`config.mk`:
```
export PLATFORM = sky130hd
export DESIGN_NAME = busreq_ctl
export DESIGN_NICKNAME = d
export VERILOG_FILES = /design/src/rtl/busreq_pkg.sv /design/src/rtl/busreq_pins.sv /design/src/rtl/busreq_queue.sv /design/src/rtl/busreq_tenure.sv /design/src/rtl/busreq_ctl.sv
export SDC_FILE = /design/constraint.sdc
export NUM_CORES = 1
export LEC_CHECK = 0
export ABC_AREA = 1
export BUFFER_PORTS_ARGS = -buffer_cell sky130_fd_sc_hd__buf_2
export CAP_MARGIN = 0
export CORE_AREA = 2 2 39 41
export DETAILED_ROUTE_END_ITERATION = 6
export DIE_AREA = 0 0 41 43
export PLACE_DENSITY_LB_ADDON = 0.12
export SYNTH_ARGS = -nofsm -noshare
export SYNTH_HDL_FRONTEND = slang
export SYNTH_SLANG_ARGS = --single-unit
```
`constraint.sdc`:
```
create_clock -name clk -period 3.5 [get_ports clk]
set_clock_uncertainty 0.05 [all_clocks]
set_input_delay 0.35 -clock clk [delete_from_list [all_inputs] [get_ports clk]]
set_output_delay 0.35 -clock clk [all_outputs]
set_load 0.02 [all_outputs]
```
`src/rtl/busreq_pkg.sv`:
```
package busreq_pkg;

    typedef enum logic [1:0] {
        TEN_IDLE  = 2'd0,
        TEN_START = 2'd1,
        TEN_WAIT  = 2'd2
    } tenure_e;

    // active-high view of the sampled bus inputs
    typedef struct packed {
        logic grant;
        logic retry;
        logic ack;
    } bus_in_t;

    // active-high view of the driven bus outputs
    typedef struct packed {
        logic request;
        logic start;
        logic monitor;
    } bus_out_t;

    function automatic logic pin_to_level(input logic pin_n);
        return ~pin_n;
    endfunction

    function automatic logic level_to_pin(input logic level);
        return ~level;
    endfunction

endpackage

```
`src/rtl/busreq_pins.sv`:
```
module busreq_pins
    import busreq_pkg::*;
(
    input  logic     bg_n,
    input  logic     artry_n,
    input  logic     aack_n,
    input  bus_out_t drv,
    output bus_in_t  smp,
    output logic     br_n,
    output logic     ts_n,
    output logic     amon_n
);

    always_comb begin
        smp.grant = pin_to_level(bg_n);
        smp.retry = pin_to_level(artry_n);
        smp.ack   = pin_to_level(aack_n);
    end

    assign br_n   = level_to_pin(drv.request);
    assign ts_n   = level_to_pin(drv.start);
    assign amon_n = level_to_pin(drv.monitor);

endmodule

```
`src/rtl/busreq_queue.sv`:
```
module busreq_queue #(
    parameter int DEPTH = 2
) (
    input  logic clk,
    input  logic rst,
    input  logic push,
    input  logic launch,
    input  logic requeue,
    input  logic inflight,
    output logic have_work,
    output logic ready
);

    localparam int CW = $clog2(DEPTH + 1);
    localparam int SW = CW + 1;
    localparam logic [SW-1:0] LIMIT = SW'(DEPTH);

    logic [CW-1:0] waiting;
    logic [SW-1:0] held;
    logic [SW-1:0] next_wait;
    logic          take;

    assign held      = SW'(waiting) + SW'(inflight);
    assign ready     = held < LIMIT;
    assign take      = push & ready;
    assign have_work = waiting != '0;

    always_comb begin
        next_wait = SW'(waiting) + SW'(take) + SW'(requeue) - SW'(launch);
    end

    always_ff @(posedge clk) begin
        if (rst) begin
            waiting <= '0;
        end else begin
            waiting <= next_wait[CW-1:0];
        end
    end

endmodule

```
`src/rtl/busreq_tenure.sv`:
```
module busreq_tenure
    import busreq_pkg::*;
(
    input  logic    clk,
    input  logic    rst,
    input  bus_in_t smp,
    input  logic    have_work,
    output logic    launch,
    output logic    requeue,
    output logic    open_tenure,
    output logic    start
);

    tenure_e state, state_nx;

    assign open_tenure = state != TEN_IDLE;
    assign start       = state == TEN_START;

    // qualified grant: grant, no retry, no tenure open, work waiting
    assign launch  = smp.grant & ~smp.retry & ~open_tenure & have_work;
    assign requeue = open_tenure & smp.retry;

    always_comb begin
        state_nx = state;
        unique case (state)
            TEN_IDLE:  if (launch) state_nx = TEN_START;
            TEN_START: state_nx = (smp.retry | smp.ack) ? TEN_IDLE : TEN_WAIT;
            TEN_WAIT:  if (smp.retry | smp.ack) state_nx = TEN_IDLE;
            default:   state_nx = TEN_IDLE;
        endcase
    end

    always_ff @(posedge clk) begin
        if (rst) begin
            state <= TEN_IDLE;
        end else begin
            state <= state_nx;
        end
    end

endmodule

```
`src/rtl/busreq_ctl.sv`:
```
module busreq_ctl
    import busreq_pkg::*;
#(
    parameter int DEPTH = 2
) (
    input  logic clk,
    input  logic rst,
    input  logic req_valid,
    output logic req_ready,
    input  logic bg_n,
    input  logic artry_n,
    input  logic aack_n,
    output logic br_n,
    output logic ts_n,
    output logic amon_n
);

    bus_in_t  smp;
    bus_out_t drv;
    logic     have_work;
    logic     launch;
    logic     requeue;
    logic     open_tenure;
    logic     start;

    busreq_pins u_pins (
        .bg_n    (bg_n),
        .artry_n (artry_n),
        .aack_n  (aack_n),
        .drv     (drv),
        .smp     (smp),
        .br_n    (br_n),
        .ts_n    (ts_n),
        .amon_n  (amon_n)
    );

    busreq_queue #(.DEPTH(DEPTH)) u_queue (
        .clk       (clk),
        .rst       (rst),
        .push      (req_valid),
        .launch    (launch),
        .requeue   (requeue),
        .inflight  (open_tenure),
        .have_work (have_work),
        .ready     (req_ready)
    );

    busreq_tenure u_tenure (
        .clk         (clk),
        .rst         (rst),
        .smp         (smp),
        .have_work   (have_work),
        .launch      (launch),
        .requeue     (requeue),
        .open_tenure (open_tenure),
        .start       (start)
    );

    always_comb begin
        drv.request = have_work;
        drv.start   = start;
        drv.monitor = open_tenure;
    end

endmodule

```
Word-level counts from Yosys, hierarchy flattened
Cells that the tools add are included.

Input port bits: 6. Output and inout bits: 4. Logic and storage cells: 31. Bits in registers: 4.

Eq/ne operators: 4. $lt $le $gt $ge: 1. Muxes and demuxes: 4. $add $sub $neg: 4. Reduce and logical (&&, ||, !) cells: 4. Bitwise operators: 12.

Operators with widths (count): 2-bit 2-to-1 mux (3); 1-bit NOT (6); 2-bit case mux with 3 select lines (1); 1-bit AND (5); 2-bit by 1-bit adder with 2-bit output (2); 2-bit nonzero test (2); 2-bit by 1-bit adder with 3-bit output (1); 3-bit by 2-bit less-than comparator with 1-bit output, second input constant (1); 2-bit by 1-bit equality test with 1-bit output, second input constant (1); 2-bit equality test, second input constant (1); 2-bit zero test (1); 2-bit by 1-bit != test with 1-bit output, second input constant (1); 2-bit != test, second input constant (1); 2-bit AND reduction (1); 2-bit by 1-bit subtractor with 2-bit output (1); 1-bit bitwise OR (1).

Logic depth before layout (Yosys ltp)
Depth after elaboration: 7. Mapped depth: 12. Depth with buffers taken out: 12.

Modules after synthesis
From an unflattened synthesis, not the netlist that was laid out.

Cells, all modules: 45. Area, all modules: 281.5 µm².

By module, submodules not included: busreq_queue (sequential area each 40.0 µm², cells an instance 19, area each 138.9 µm², instances 1); busreq_tenure (sequential area each 40.0 µm², cells an instance 20, area each 120.1 µm², instances 1); busreq_pins (sequential area each 0.0 µm², cells an instance 6, area each 22.5 µm², instances 1).

Worst setup path after synthesis
Ideal clock, no wire load.

Path type: flip-flop to flip-flop. From: register u_queue.waiting[0]. To: register u_queue.waiting[1]. Buffers on the path: 0. Setup time: 0.115 ns. Setup slack: 1.682 ns. Cell stages (with the launch flop): 12. Required time: 3.335 ns. Period minus slack after synthesis: 1.818 ns. Arrival: 1.653 ns. Cells stage by stage: dfxtp_1 nor2_4 nor2_2 nand3_2 inv_1 ha_1 inv_1 fa_1 inv_1 nand2_1 a21oi_1 nor2_1.

Cells in the longest elaborated chain, start to end: 6. Elaborated cells between the ends (all ways): 8. Classes of those cells: add/sub: 4; order compare: 1; bitwise: 2; reduce/logical: 1.

Ends and longest elaborated chain: start: declaration (line busreq_queue.sv:18) `logic [CW-1:0] waiting;`; start signal: assignment (line busreq_queue.sv:36) `waiting <= next_wait[CW-1:0];`; 2-bit by 1-bit adder with 3-bit output (line busreq_queue.sv:23) `assign held = SW'(waiting) + SW'(inflight);`; 3-bit by 2-bit less-than comparator with 1-bit output (line busreq_queue.sv:24) `assign ready = held < LIMIT;`; 1-bit AND (line busreq_queue.sv:25) `assign take = push & ready;`; 2-bit by 1-bit adder with 2-bit output (2 in series) (line busreq_queue.sv:29) `next_wait = SW'(waiting) + SW'(take) + SW'(requeue) - SW'(launch);`; 2-bit by 1-bit subtractor with 2-bit output * (line busreq_queue.sv:29).

Mark *: on every way between the ends. The rest lies on a longest branch, timed or not. A chain may end at the register's enable or synchronous reset.

Worst setup path after layout
Same ends and word-level chain as after synthesis.

==> flow_summary.ini <==
[yosys]
synth_flop_cell = dfxtp_1
yosysSeqAreaShare_pct = 29.2
yosys.area.top_type = dfxtp_1
synth_area_um2 = 274
yosysMostFrequentCell = inv_1
syn_avg_cell_area_um2 = 7.21
synth_warnings = 0
syn_inst = 38
ys_types = 14
synth_common_cells = inv_1 (12), nand2_1 (7), dfxtp_1 (4)
syn-num-nets = 46
postSynth.asyncResetShare_pct = 0
yosys-top-cells-area = dfxtp_1 (29%), inv_1 (16%), nand2_1 (9.6%)
synth.top_cell.area_share_pct = 29.2
synth-edff-count = 0
synth_seq_cells = 4

[flow_run]
cap_violations = 0

[timing]
slew_violations = 0
hold_viol_final = 0
fin_crit_sh_pct = 51.6
maxSlewHeadroom_pct = 89.0
worst_slew_pin_slew_ps = 165
max_freq_mhz = 554
finalSetupViolCount = 0
rsz0062_at_grt = false
finalSetupTns_ps = 0
period_minus_slack_ps = 1800

[place]
dp_cells = 63
routabilityCongestion = 0.656
io_buffers = 9
dpl.hpwl_um = 455

[final_layout]
nNetsFinal = 60
layout-drive-gt1-share_pct = 38.0
fill_cells = 158
fin_cells = 66
area_growth_pct = 32.0
num_antenna_cells = 0

[clock_tree]
cts_root_buffer = clkbuf_4
post_cts_buffers = 0
cts_resized = 0
cts_max_path_buffers = 2
clkLatencyLatePin_ps = 240
cts.hold.buffers_added = 0
path_clk_slew_ps = 40
cts_tree = built
cts_buffers = 3
htreeDepth = 1
clock-sinks = 4

[worst_setup_path]
critPathRequiredTime_ps = 3570
worstSetupStartpoint = u_queue.waiting[0]$_SDFF_PP0_
endpoint_kind = flop
reg2reg_from = u_queue.waiting[0]$_SDFF_PP0_
reg2reg_depth = 11
r2r_slack_ps = 1700
cp-endpoint = u_queue.waiting[1]$_SDFF_PP0_
start_kind = flop
r2r-end = u_queue.waiting[1]$_SDFF_PP0_
criticalPathCategory = flop to flop
worstPathMaxFanout = 3
worstPathArrival_ps = 1880

[floorplan]
coreArea_mm2 = 0.00138
rows = 14
initial_core_util_pct = 19.8
die_area_mm2 = 0.00176
die_h_um = 43
die_w_um = 41
num_io_pins = 10

[routing]
drt_iter0_drc = 0
finalWirelength_um = 507
drc = 0
avgRoutedWirePerCell_um = 7.68
viasPerCell = 3.58
vias = 236
drtAntennaViolNets = 0
firstDrtPassIters = 1

[power]
powerDensity_mw_per_mm2 = 710
ir_worst_vdd_uv = 150
leakage_nw = 0.195

[global_routing]
grt_overflow_total = 0
antenna_found_initial = 0
gr-usage-all-layers_pct = 8.13
grt_max_degree = 5
grt_pass1_wl_um = 834
grt_pass1_vias = 232

[run_status]
outcome = complete, no violations

[hold_path]
hp-class = input pin to flop
[cell type report]
| class | count | area (um2) | share of cell area (%) |
|---|---|---|---|
| well taps | 16 | 20.0 | 5.54 |
| flip-flops and latches | 4 | 80.1 | 22.1 |
| multi-input cells | 22 | 149 | 41.2 |
| inverters | 12 | 45.0 | 12.5 |
| clock buffers | 3 | 22.5 | 6.23 |
| repair buffers | 9 | 45.0 | 12.5 |
[layer usage]
layer	global-route usage, %	wire, um
met3	1.57	22
met1	8.04	202
met2	10.9	282
met5	0	0
met4	12.0	0
[metrics by stage]
step	hold WS, ps	total power (W)	setup slack [ps]	area [um2]	util [%]
2_1_floorplan	367	0.000171	1680	274	-
3_3_place_gp	511	0.000204	1680	339	24.5
3_5_place_dp	509	0.000203	1700	339	24.5
4_1_cts	253	0.000264	1680	362	26.1
5_1_grt	257	0.000288	1550	362	26.1
6_report	262	0.000257	1700	362	26.1
[worst min path at each step]
| stage | startpoint | end | slack (ps) | cells past startpoint |
|---|---|---|---|---|
| after floorplan | rst | u_tenure.state[0]$_SDFFE_PP0P_ | 370 | 1 |
| final | rst | u_tenure.state[0]$_SDFFE_PP0P_ | 260 | 2 |
| after CTS | rst | u_tenure.state[0]$_SDFFE_PP0P_ | 250 | 2 |
| after global placement | rst | u_tenure.state[0]$_SDFFE_PP0P_ | 510 | 2 |
| after global routing | rst | u_tenure.state[0]$_SDFFE_PP0P_ | 260 | 2 |
| after detailed placement | rst | u_tenure.state[0]$_SDFFE_PP0P_ | 510 | 2 |
[cells by family after synthesis]
group,Yosys count,synth area share (%)
buf+inv,12,16.4
simple gates,18,36.5
fa+ha+maj,2,11.9
compound gates,2,5.93
flops,4,29.2
[cells in the final DEF (no fill, tap or decap), drive strengths merged]
| cell | n |
|---|---|
| ha | 1 |
| nand3 | 2 |
| a21boi | 1 |
| inv | 12 |
| buf | 9 |
| a21oi | 1 |
| nand4 | 1 |
| clkbuf | 3 |
| dfxtp | 4 |
| nand2 | 8 |
| fa | 1 |
| nor2 | 7 |
[registers in the layout (all words and copies together) (netlist names)]
register and flops:
u_queue.waiting 2, u_tenure.state 2
[worst max-delay path, cell delays in order, from the launching register on]
cell	delay, ps
dfxtp_1	320
nor2_4	130
nor2_2	50
nand3_2	70
inv_1	40
ha_1	260
inv_1	50
fa_1	430
inv_1	60
nand2_1	60
a21oi_1	120
nor2_1	60
[where the power goes]
group | internal (W) | total [W] | switching, W
sequential | 0.0000580 | 0.0000699 | 0.0000119
combinational | 0.0000481 | 0.000129 | 0.0000809
clock | 0.0000384 | 0.0000578 | 0.0000194
Power figures use the tool's default switching activity.
